File: src/rtl/sram_ctl_pkg.sv
package sram_ctl_pkg;

  typedef enum logic [2:0] {
    ST_IDLE,
    ST_RD_SETUP,
    ST_RD_WAIT,
    ST_RD_CAPT,
    ST_WR_TURN,
    ST_WR_PULSE,
    ST_WR_RECOV
  } ctl_state_t;

  // Reload value of the dwell counter on entry to a state (cycles minus one).
  function automatic int unsigned dwell_load(ctl_state_t s, int unsigned t_acc,
                                             int unsigned t_wp);
    case (s)
      ST_RD_WAIT:  return t_acc - 1;
      ST_WR_PULSE: return t_wp - 1;
      default:     return 0;
    endcase
  endfunction

  // True when the current output-enable-high cycle completes the turnaround.
  function automatic logic turn_elapsed(int unsigned quiet, int unsigned t_turn);
    return (quiet + 1) >= t_turn;
  endfunction

endpackage

File: src/rtl/sram_ctl_timer.sv
module sram_ctl_timer #(
  parameter int CNT_W = 4
) (
  input  logic             clk,
  input  logic             rst_n,
  input  logic             load,
  input  logic [CNT_W-1:0] load_val,
  output logic             expired
);
  logic [CNT_W-1:0] cnt;

  always_ff @(posedge clk or negedge rst_n) begin
    if (!rst_n)             cnt <= '0;
    else if (load)          cnt <= load_val;
    else if (cnt != '0)     cnt <= cnt - 1'b1;
  end

  assign expired = (cnt == '0);
endmodule

File: src/rtl/sram_ctl_busguard.sv
module sram_ctl_busguard
  import sram_ctl_pkg::*;
#(
  parameter int T_TURN = 2,
  parameter int Q_W    = $clog2(T_TURN + 2)
) (
  input  logic           clk,
  input  logic           rst_n,
  input  logic           oe_on,
  output logic [Q_W-1:0] quiet,
  output logic           turn_ok
);
  localparam logic [Q_W-1:0] QMAX = Q_W'(T_TURN);

  // quiet = completed cycles with output enable inactive, saturating.
  always_ff @(posedge clk or negedge rst_n) begin
    if (!rst_n)              quiet <= QMAX;
    else if (oe_on)          quiet <= '0;
    else if (quiet < QMAX)   quiet <= quiet + 1'b1;
  end

  assign turn_ok = !oe_on && turn_elapsed(32'(quiet), T_TURN);
endmodule

File: src/rtl/sram_ctl_fsm.sv
module sram_ctl_fsm
  import sram_ctl_pkg::*;
#(
  parameter int T_ACC = 3,
  parameter int T_WP  = 2,
  parameter int CNT_W = 4
) (
  input  logic clk,
  input  logic rst_n,
  input  logic req_valid,
  input  logic req_write,
  input  logic turn_ok,
  output logic ready,
  output logic accept,
  output logic ce_on,
  output logic we_on,
  output logic oe_on,
  output logic drive,
  output logic cap_en
);
  ctl_state_t st, nxt;
  logic       expired;
  logic       t_load;
  logic [CNT_W-1:0] t_val;

  always_ff @(posedge clk or negedge rst_n) begin
    if (!rst_n) st <= ST_IDLE;
    else        st <= nxt;
  end

  always_comb begin
    nxt = st;
    case (st)
      ST_IDLE:
        if (req_valid)
          nxt = !req_write ? ST_RD_SETUP : (turn_ok ? ST_WR_PULSE : ST_WR_TURN);
      ST_RD_SETUP: nxt = ST_RD_WAIT;
      ST_RD_WAIT:  if (expired) nxt = ST_RD_CAPT;
      ST_RD_CAPT:  nxt = ST_IDLE;
      ST_WR_TURN:  if (turn_ok) nxt = ST_WR_PULSE;
      ST_WR_PULSE: if (expired) nxt = ST_WR_RECOV;
      ST_WR_RECOV: nxt = ST_IDLE;
      default:     nxt = ST_IDLE;
    endcase
  end

  assign t_load = (nxt != st);
  assign t_val  = CNT_W'(dwell_load(nxt, T_ACC, T_WP));

  sram_ctl_timer #(.CNT_W(CNT_W)) i_dwell (
    .clk(clk), .rst_n(rst_n), .load(t_load), .load_val(t_val), .expired(expired)
  );

  assign ready  = (st == ST_IDLE);
  assign accept = ready && req_valid;
  assign ce_on  = (st != ST_IDLE);
  assign oe_on  = (st == ST_RD_SETUP) || (st == ST_RD_WAIT) || (st == ST_RD_CAPT);
  assign we_on  = (st == ST_WR_TURN) || (st == ST_WR_PULSE);
  assign drive  = (st == ST_WR_PULSE) || (st == ST_WR_RECOV);
  assign cap_en = (st == ST_RD_CAPT);


  read_len_chk: assert property (@(posedge clk) disable iff (!rst_n)
    (st == ST_RD_SETUP) |=> (st == ST_RD_WAIT));


  pulse_exit_chk: assert property (@(posedge clk) disable iff (!rst_n)
    (st == ST_WR_PULSE && !expired) |=> (st == ST_WR_PULSE));
endmodule

File: src/rtl/sram_ctl_lanes.sv
module sram_ctl_lanes #(
  parameter int AW = 18,
  parameter int DW = 16,
  parameter int NL = DW / 8
) (
  input  logic          clk,
  input  logic          rst_n,
  input  logic          accept,
  input  logic [AW-1:0] req_addr,
  input  logic [DW-1:0] req_wdata,
  input  logic [NL-1:0] req_bmask,
  input  logic          lane_on,
  input  logic          cap_en,
  input  logic [DW-1:0] dq_in,
  output logic [AW-1:0] mem_addr,
  output logic [DW-1:0] wdata,
  output logic [NL-1:0] lane_n,
  output logic [DW-1:0] rdata,
  output logic          rvalid
);
  logic [NL-1:0] mask_q;

  always_ff @(posedge clk or negedge rst_n) begin
    if (!rst_n) begin
      mem_addr <= '0;
      wdata    <= '0;
      mask_q   <= '0;
    end else if (accept) begin
      mem_addr <= req_addr;
      wdata    <= req_wdata;
      mask_q   <= req_bmask;
    end
  end

  always_ff @(posedge clk or negedge rst_n) begin
    if (!rst_n) rvalid <= 1'b0;
    else        rvalid <= cap_en;
  end

  for (genvar g = 0; g < NL; g++) begin : g_lane
    assign lane_n[g] = !(lane_on && mask_q[g]);

    always_ff @(posedge clk or negedge rst_n) begin
      if (!rst_n)      rdata[g*8 +: 8] <= '0;
      else if (cap_en) rdata[g*8 +: 8] <= mask_q[g] ? dq_in[g*8 +: 8] : 8'h00;
    end
  end
endmodule

File: src/rtl/sram_port_ctrl.sv
module sram_port_ctrl #(
  parameter int AW     = 18,
  parameter int DW     = 16,
  parameter int T_ACC  = 3,
  parameter int T_WP   = 2,
  parameter int T_TURN = 2
) (
  input  logic          clk,
  input  logic          rst_n,
  input  logic          req_valid,
  input  logic          req_write,
  input  logic [AW-1:0] req_addr,
  input  logic [DW-1:0] req_wdata,
  input  logic [1:0]    req_bmask,
  output logic          req_ready,
  output logic          rsp_valid,
  output logic [DW-1:0] rsp_rdata,
  output logic [AW-1:0] sram_addr,
  output logic          sram_ce_n,
  output logic          sram_ce,
  output logic          sram_we_n,
  output logic          sram_oe_n,
  output logic          sram_ub_n,
  output logic          sram_lb_n,
  output logic [DW-1:0] dq_out,
  output logic          dq_oe,
  input  logic [DW-1:0] dq_in
);
  localparam int MAXD  = (T_ACC > T_WP) ? T_ACC : T_WP;
  localparam int CNT_W = $clog2(MAXD + 1) + 1;
  localparam int Q_W   = $clog2(T_TURN + 2);

  logic accept, ce_on, we_on, oe_on, drive, cap_en, turn_ok;
  logic [Q_W-1:0] quiet;
  logic [1:0]     lane_n;

  sram_ctl_fsm #(.T_ACC(T_ACC), .T_WP(T_WP), .CNT_W(CNT_W)) i_fsm (
    .clk(clk), .rst_n(rst_n), .req_valid(req_valid), .req_write(req_write),
    .turn_ok(turn_ok), .ready(req_ready), .accept(accept), .ce_on(ce_on),
    .we_on(we_on), .oe_on(oe_on), .drive(drive), .cap_en(cap_en)
  );

  sram_ctl_busguard #(.T_TURN(T_TURN), .Q_W(Q_W)) i_guard (
    .clk(clk), .rst_n(rst_n), .oe_on(oe_on), .quiet(quiet), .turn_ok(turn_ok)
  );

  sram_ctl_lanes #(.AW(AW), .DW(DW), .NL(2)) i_lanes (
    .clk(clk), .rst_n(rst_n), .accept(accept), .req_addr(req_addr),
    .req_wdata(req_wdata), .req_bmask(req_bmask), .lane_on(ce_on),
    .cap_en(cap_en), .dq_in(dq_in), .mem_addr(sram_addr), .wdata(dq_out),
    .lane_n(lane_n), .rdata(rsp_rdata), .rvalid(rsp_valid)
  );

  assign sram_ce_n = !ce_on;
  assign sram_ce   = ce_on;
  assign sram_we_n = !we_on;
  assign sram_oe_n = !oe_on;
  assign sram_ub_n = lane_n[1];
  assign sram_lb_n = lane_n[0];
  assign dq_oe     = drive;


  we_sel_chk: assert property (@(posedge clk) disable iff (!rst_n)
    !sram_we_n |-> (!sram_ce_n && sram_ce && sram_oe_n));


  we_rise_chk: assert property (@(posedge clk) disable iff (!rst_n)
    $rose(sram_we_n) |-> (dq_oe && !sram_ce_n));


  no_contention_chk: assert property (@(posedge clk) disable iff (!rst_n)
    dq_oe |-> (sram_oe_n && (32'(quiet) >= T_TURN)));


  addr_hold_chk: assert property (@(posedge clk) disable iff (!rst_n)
    (!sram_oe_n && $past(!sram_oe_n)) |-> $stable(sram_addr));


  rsp_pulse_chk: assert property (@(posedge clk) disable iff (!rst_n)
    rsp_valid |=> !rsp_valid);


  busy_chk: assert property (@(posedge clk) disable iff (!rst_n)
    (req_valid && req_ready) |=> !req_ready);
endmodule

File: config.mk
export PLATFORM = sky130hd
export DESIGN_NAME = sram_port_ctrl
export DESIGN_NICKNAME = d
export VERILOG_FILES = /design/src/rtl/sram_ctl_pkg.sv /design/src/rtl/sram_ctl_timer.sv /design/src/rtl/sram_ctl_busguard.sv /design/src/rtl/sram_ctl_fsm.sv /design/src/rtl/sram_ctl_lanes.sv /design/src/rtl/sram_port_ctrl.sv
export SDC_FILE = /design/constraint.sdc
export NUM_CORES = 1
export LEC_CHECK = 0
export ABC_CLOCK_PERIOD_IN_PS = 2500
export BUFFER_PORTS_ARGS = -buffer_cell sky130_fd_sc_hd__buf_2
export CORE_MARGIN = 8
export CORE_UTILIZATION = 48
export DETAILED_ROUTE_END_ITERATION = 10
export GPL_ROUTABILITY_DRIVEN = 0
export PLACE_DENSITY = 0.8
export SYNTH_ARGS = -nofsm -noshare
export SYNTH_HDL_FRONTEND = slang
export SYNTH_HIERARCHICAL = 1
export SYNTH_SLANG_ARGS = --single-unit
File: constraint.sdc
create_clock -name clk -period 2.5 [get_ports clk]
set_clock_uncertainty 0.05 [all_clocks]
set_input_delay 0.5 -clock clk [delete_from_list [all_inputs] [get_ports clk]]
set_output_delay 0.5 -clock clk [all_outputs]
set_load 0.03 [all_outputs]
# [Word-level counts from Yosys, hierarchy flattened]
# Index checks and enable logic that the tools add are counted.
[word_totals] register_bits=61 in_bits=56 output_inout_bits=59 word_cells=56
[classes] addsub=3 n_lt_le_gt_ge=2 n_eq_ne=9 muxes=14 reduce_logical=19
[op_table] operator="32-bit by 2-bit >= comparator with 1-bit output, second input constant" count=1
[op_table] operator="3-bit 2-to-1 mux" count=7
[op_table] operator="8-bit 2-to-1 mux" count=2
[op_table] operator="3-bit case mux with 5 select lines" count=1
[op_table] operator="3-bit == test, second input constant" count=4
[op_table] operator="3-bit by 2-bit == test with 1-bit output, second input constant" count=3
[op_table] operator="3-bit zero test" count=2
[op_table] operator="3-bit nonzero test" count=2
[op_table] operator="1-bit zero test" count=5
[op_table] operator="1-bit logical AND" count=4
[op_table] operator="1-bit logical OR" count=4
[op_table] operator="2-bit 2-to-1 mux" count=2
[op_table] operator="2-bit case mux with 2 select lines" count=1
[op_table] operator="2-bit nonzero test" count=2
[op_table] operator="2-bit by 1-bit adder with 3-bit output, second input constant" count=1
[op_table] operator="3-bit by 1-bit == test with 1-bit output, second input constant" count=1
[op_table] operator="3-bit != test" count=1
[op_table] operator="3-bit by 1-bit subtractor with 3-bit output, second input constant" count=1
[op_table] operator="2-bit by 1-bit adder with 2-bit output, second input constant" count=1
[op_table] operator="2-bit less-than comparator, second input constant" count=1
[op_table] operator="1-bit 2-to-1 mux" count=1

# [Longest topological paths before layout]
[depth] ltp_word=12 ltp_mapped=10 ltp_nobuf=10

# [Hierarchy]
# The synthesis kept the hierarchy.
[modules_own_cells] mod="sram_ctl_lanes" n_inst=1 cells_each=148 area_per_inst_um2=2164.6 seq_area_each_um2=1326.3
[modules_own_cells] mod="sram_ctl_fsm" n_inst=1 cells_each=41 area_per_inst_um2=315.3 seq_area_each_um2=75.1
[modules_own_cells] mod="sram_ctl_timer" n_inst=1 cells_each=21 area_per_inst_um2=201.4 seq_area_each_um2=75.1
[modules_own_cells] mod="sram_ctl_busguard" n_inst=1 cells_each=10 area_per_inst_um2=95.1 seq_area_each_um2=51.3
[modules_own_cells] mod="sram_port_ctrl" n_inst=1 cells_each=3 area_per_inst_um2=11.3 seq_area_each_um2=0.0

# [Worst setup path before layout]
# OpenSTA, ideal clock, no wires.
[synth_path] path_kind="register to output" from="register i_fsm.st[1]" to="output sram_lb_n" t_arrival_ns=1.478 required_time_ns=1.950 path_slack_ns=0.472 path_stages_with_launch=5 path_buffers=1 cell_sequence="dfrtp_1 > buf_6 > nor3_4 > inv_1 > nand2_1"
[synth_via] elab_chain_cells=3
[synth_lines] element="start, declared" line="sram_ctl_fsm.sv:21" source="ctl_state_t st, nxt;"
[synth_lines] element="start signal, assigned" line="sram_ctl_fsm.sv:28" source="else st <= nxt;"
[synth_lines] element="3-bit nonzero test" line="sram_ctl_fsm.sv:56" source="assign ce_on = (st != ST_IDLE);"
[synth_lines] element="via sram_ce" line="sram_port_ctrl.sv:20" source="output logic sram_ce,"
[synth_lines] element="1-bit logical AND" line="sram_ctl_lanes.sv:41" source="assign lane_n[g] = !(lane_on && mask_q[g]);"
[synth_lines] element="1-bit zero test" line="sram_ctl_lanes.sv:41"
[synth_lines] element="end, declared" line="sram_port_ctrl.sv:24" source="output logic sram_lb_n,"
# The timed path passes the listed nets, and every way through them passes these cells.

# [Final worst setup path]
[layout_path] from="register i_fsm.st[1]" to="register i_fsm.i_dwell.cnt[0]"
[layout_via] elab_cells_between_ends=23 cone_classes="8 x eq/ne; 9 x mux; 6 x reduce/logical"
[layout_rtl] element="3-bit by 1-bit == test with 1-bit output or 3-bit by 2-bit == test with 1-bit output (tied branches)" line="sram_ctl_fsm.sv:57" source="assign oe_on = (st == ST_RD_SETUP) || (st == ST_RD_WAIT) || (st == ST_RD_CAPT);"
[layout_rtl] element="1-bit logical OR" line="sram_ctl_fsm.sv:57"
[layout_rtl] element="1-bit logical OR *" line="sram_ctl_fsm.sv:57"
[layout_rtl] element="via oe_on" line="sram_port_ctrl.sv:33" source="logic accept, ce_on, we_on, oe_on, drive, cap_en, turn_ok;"
[layout_rtl] element="1-bit zero test *" line="sram_ctl_busguard.sv:22" source="assign turn_ok = !oe_on && turn_elapsed(32'(quiet), T_TURN);"
[layout_rtl] element="1-bit logical AND *" line="sram_ctl_busguard.sv:22"
[layout_rtl] element="via turn_ok" line="sram_port_ctrl.sv:33"
[layout_rtl] element="1-bit 2-to-1 mux" line="sram_ctl_fsm.sv:36" source="nxt = !req_write ? ST_RD_SETUP : (turn_ok ? ST_WR_PULSE : ST_WR_TURN);"
[layout_rtl] element="3-bit 2-to-1 mux" line="sram_ctl_fsm.sv:36"
[layout_rtl] element="3-bit 2-to-1 mux" line="sram_ctl_fsm.sv:35" source="if (req_valid)"
[layout_rtl] element="3-bit case mux with 5 select lines *" line="sram_ctl_fsm.sv:33" source="case (st)"
[layout_rtl] element="3-bit != test *" line="sram_ctl_fsm.sv:47" source="assign t_load = (nxt != st);"
[layout_rtl] element="via i_fsm.t_load" line="sram_ctl_fsm.sv:23" source="logic t_load;"
[layout_rtl] element="3-bit 2-to-1 mux or 2-bit nonzero test (tied branches)"
[layout_rtl] element="end signal, assigned" line="sram_ctl_timer.sv:14" source="else if (load) cnt <= load_val;"
[layout_rtl] element="end signal, assigned" line="sram_ctl_timer.sv:15" source="else if (cnt != '0) cnt <= cnt - 1'b1;"
[layout_rtl] element="end, declared" line="sram_ctl_timer.sv:10" source="logic [CNT_W-1:0] cnt;"
# Mark *: on every way through the listed nets, which the timed path passes. The rest lies on a longest branch.
# A chain may end at the register's enable or synchronous reset.

==> flow_metrics.tcl <==
set metrics [dict create \
    status "finished, final reports clean" \
    num_vias 1990 \
    ys_top_cells_by_area "dfrtp_1, mux2_4, inv_1" \
    synth-seq-cells 61 \
    avgSynthCellArea_sq_um 12.5 \
    yosys_warnings 6 \
    synth_top_flop_cell "dfrtp_1" \
    design_area_sq_mm 0.00360 \
    yosys.area.top_type "dfrtp_1" \
    synth_area_sq_mm 0.00279 \
    cp_cell_sequence "nor2_1 -> nor2_1 -> nor2_1 -> nor2b_1 -> o21ai_2 -> nand4_1 -> a21o_1 -> nor4b_1 -> a221oi_1" \
    overflow 0 \
    antenna_found_initial 0 \
    cp_slowest_stage_delay_ns 0.53 \
    finalMaxSlewViolations 0 \
    drc_errors 0 \
    ys_types 38 \
    ys_async_sr_fraction_pct 100 \
    grt_pass1_vias 2062 \
    critPathCaptureType "flip-flop" \
    numPortBuffers 114 \
    tightest_slew_ns 0.589 \
    fmax_mhz 469 \
    grt_max_degree 37 \
    ir_drop_v 0.000810 \
    drive_above_1_share_pct 50.9 \
    diodes 0 \
    ioPinCount 115 \
    fp.coreArea_sq_mm 0.00557 \
    dp_hpwl_microns 4780 \
    initial_core_util_pct 50.0 \
    crit_buf_inv 0 \
    path_common_cell "nor2_1" \
    synth_edf_count 0 \
    synth_top_area_share_pct 53.9 \
    arrival_ns 2.27 \
    ctsHoldBuffers 0 \
    num_rows 27 \
    dr.pass1.iters 4 \
    setup_viol 0 \
    routed_wl_microns 6220 \
    worstPathRequired_ns 2.64 \
    die_h_microns 92.2 \
    cts_sinks 61 \
    num-fill-cells 439 \
    power_density_mw_per_mm2 1560 \
    path_class "reg -> reg" \
    syn_nets 282 \
    grt_use_total_pct 14.9 \
    postCtsResizedCells 0 \
    fp.dieW_microns 92.2 \
    cts_tree "done" \
    slew-limit-headroom_pct 60.7 \
    rsz0062_at_grt "no" \
    multi_input_area_sq_mm 0.00103 \
    clockRootBuffer "clkbuf_8" \
    grt_pass1_wl_microns 10200 \
    wl_per_cell_microns 14.9 \
    seq_area_sq_mm 0.00153 \
    cp_max_fo 11 \
    syn_to_final_growth_pct 29.2 \
    clkTransAtPathRegs_ns 0.07 \
    cap_viol_max_count 0 \
    clock_latency_ns 0.32 \
    drt_iter0_drc 55 \
    final_common_cell "buf_2" \
    h-tree-depth 3 \
    critPathTopFamily "simple AND/OR/NAND/NOR gates" \
    worstSetupStartpointType "flip-flop" \
    cts_setup_buffers 0 \
    fin_setup_tns_ns 0 \
    final_nets 398 \
    finalPower_mw 5.62 \
    placed_area_sq_mm 0.00338 \
    timing_hold_violations_final 0 \
    leakagePower_nw 1.87 \
    postRouteAntennaNets 0 \
    seq_area_frac_synth_pct 54.8 \
    hold_class "in -> async" \
    fin_crit_sh_pct 85.3 \
    viasPerCell 4.78 \
    syn_inst 223 \
    slowest_stage "dfrtp_1" \
    fp.dieArea_sq_mm 0.00850 \
    clock_path_buffers 2 \
    numCtsBuffers 9 \
    layout_common_cells "buf_2, dfrtp_1, mux2_4" \
    fin_crit_ns 2.13 \
]
## Yosys cell counts, types with 3 or more instances
cell / number
buf_12: 3
clkbuf_1: 3
dfrtp_1: 60
ha_1: 3
inv_1: 29
mux2_2: 6
mux2_4: 30
nand2_1: 3
nand3_1: 17
nand4_1: 3
nor2_1: 10
nor2b_1: 6
o21ai_0: 18
## per-layer routing
layer,track usage [%],vias to the layer above,routed length [microns]
li1,-,974,-
met1,19.1,926,2870
met2,22.0,81,2810
met3,5.87,9,451
met4,6.31,0,91
met5,0,-,0
## kinds of logic after synthesis
kind of cell / Yosys count / share of synthesized area [%]
compound gates: 27 / 5.66
buf+inv: 42 / 8.30
mux: 36 / 18.6
xor+xnor: 1 / 0.314
flops: 61 / 54.8
other cells: 1 / 0.135
simple gates: 52 / 10.9
fa+ha+maj: 3 / 1.35
## where the power goes
group          internal [mW]  switching (mW)
clock                  0.613           0.351
combinational           1.11            1.74
sequential              1.47           0.332
## worst register-to-register path, delay by kind of cell (launching register included)
kind	cells	cell delay, ns
DFF	1	0.53
AOI/OAI and AO/OA	3	0.47
and+or+nand+nor	6	0.94
## worst paths after layout
check / start / to / slack [ns] / depth (start not counted)
max reg2reg: i_fsm/st[1] / i_fsm/i_dwell/cnt[0] / 0.37 / 9
min in group clk: dq_in[2] / i_lanes/rdata[2] / 0.35 / 3
min reg2reg: i_lanes/mem_addr[12] / i_lanes/mem_addr[12] / 0.45 / 1
max: i_fsm/st[1] / i_fsm/i_dwell/cnt[0] / 0.37 / 9
max in group asynchronous: rst_n / i_guard/quiet[1] / 1.61 / 2
min: rst_n / i_lanes/rdata[2] / 0.13 / 1
## flip-flops by register name (all words and copies together) (netlist names)
name               flops
i_lanes/mem_addr      18
i_lanes/rdata         16
i_fsm/i_dwell/cnt      3
i_fsm/st               3
i_guard/quiet          2
i_lanes/mask_q         2
i_lanes/rvalid         1
i_lanes/wdata         16
## cell type report
class,count,share of cell area [%]
Tap cell,72,2.50
Clock inverter,4,1.95
Multi-Input combinational cell,120,28.6
Sequential cell,61,42.4
Inverter,30,3.13
Clock buffer,12,4.31
Timing Repair Buffer,117,17.2
## per-stage QoR
stage               worst slack (ns)  util [%]  hold slack [ns]  std cells
global placement               0.477      60.6            0.434        400
finish                         0.367      64.6            0.126        416
CTS                            0.376      64.6            0.136        416
global route                   0.166      64.6            0.152        416
detailed placement             0.409      60.6            0.441        400
floorplan                      0.472         -            0.154        223
No activity file was read; power rests on OpenSTA's default activity.
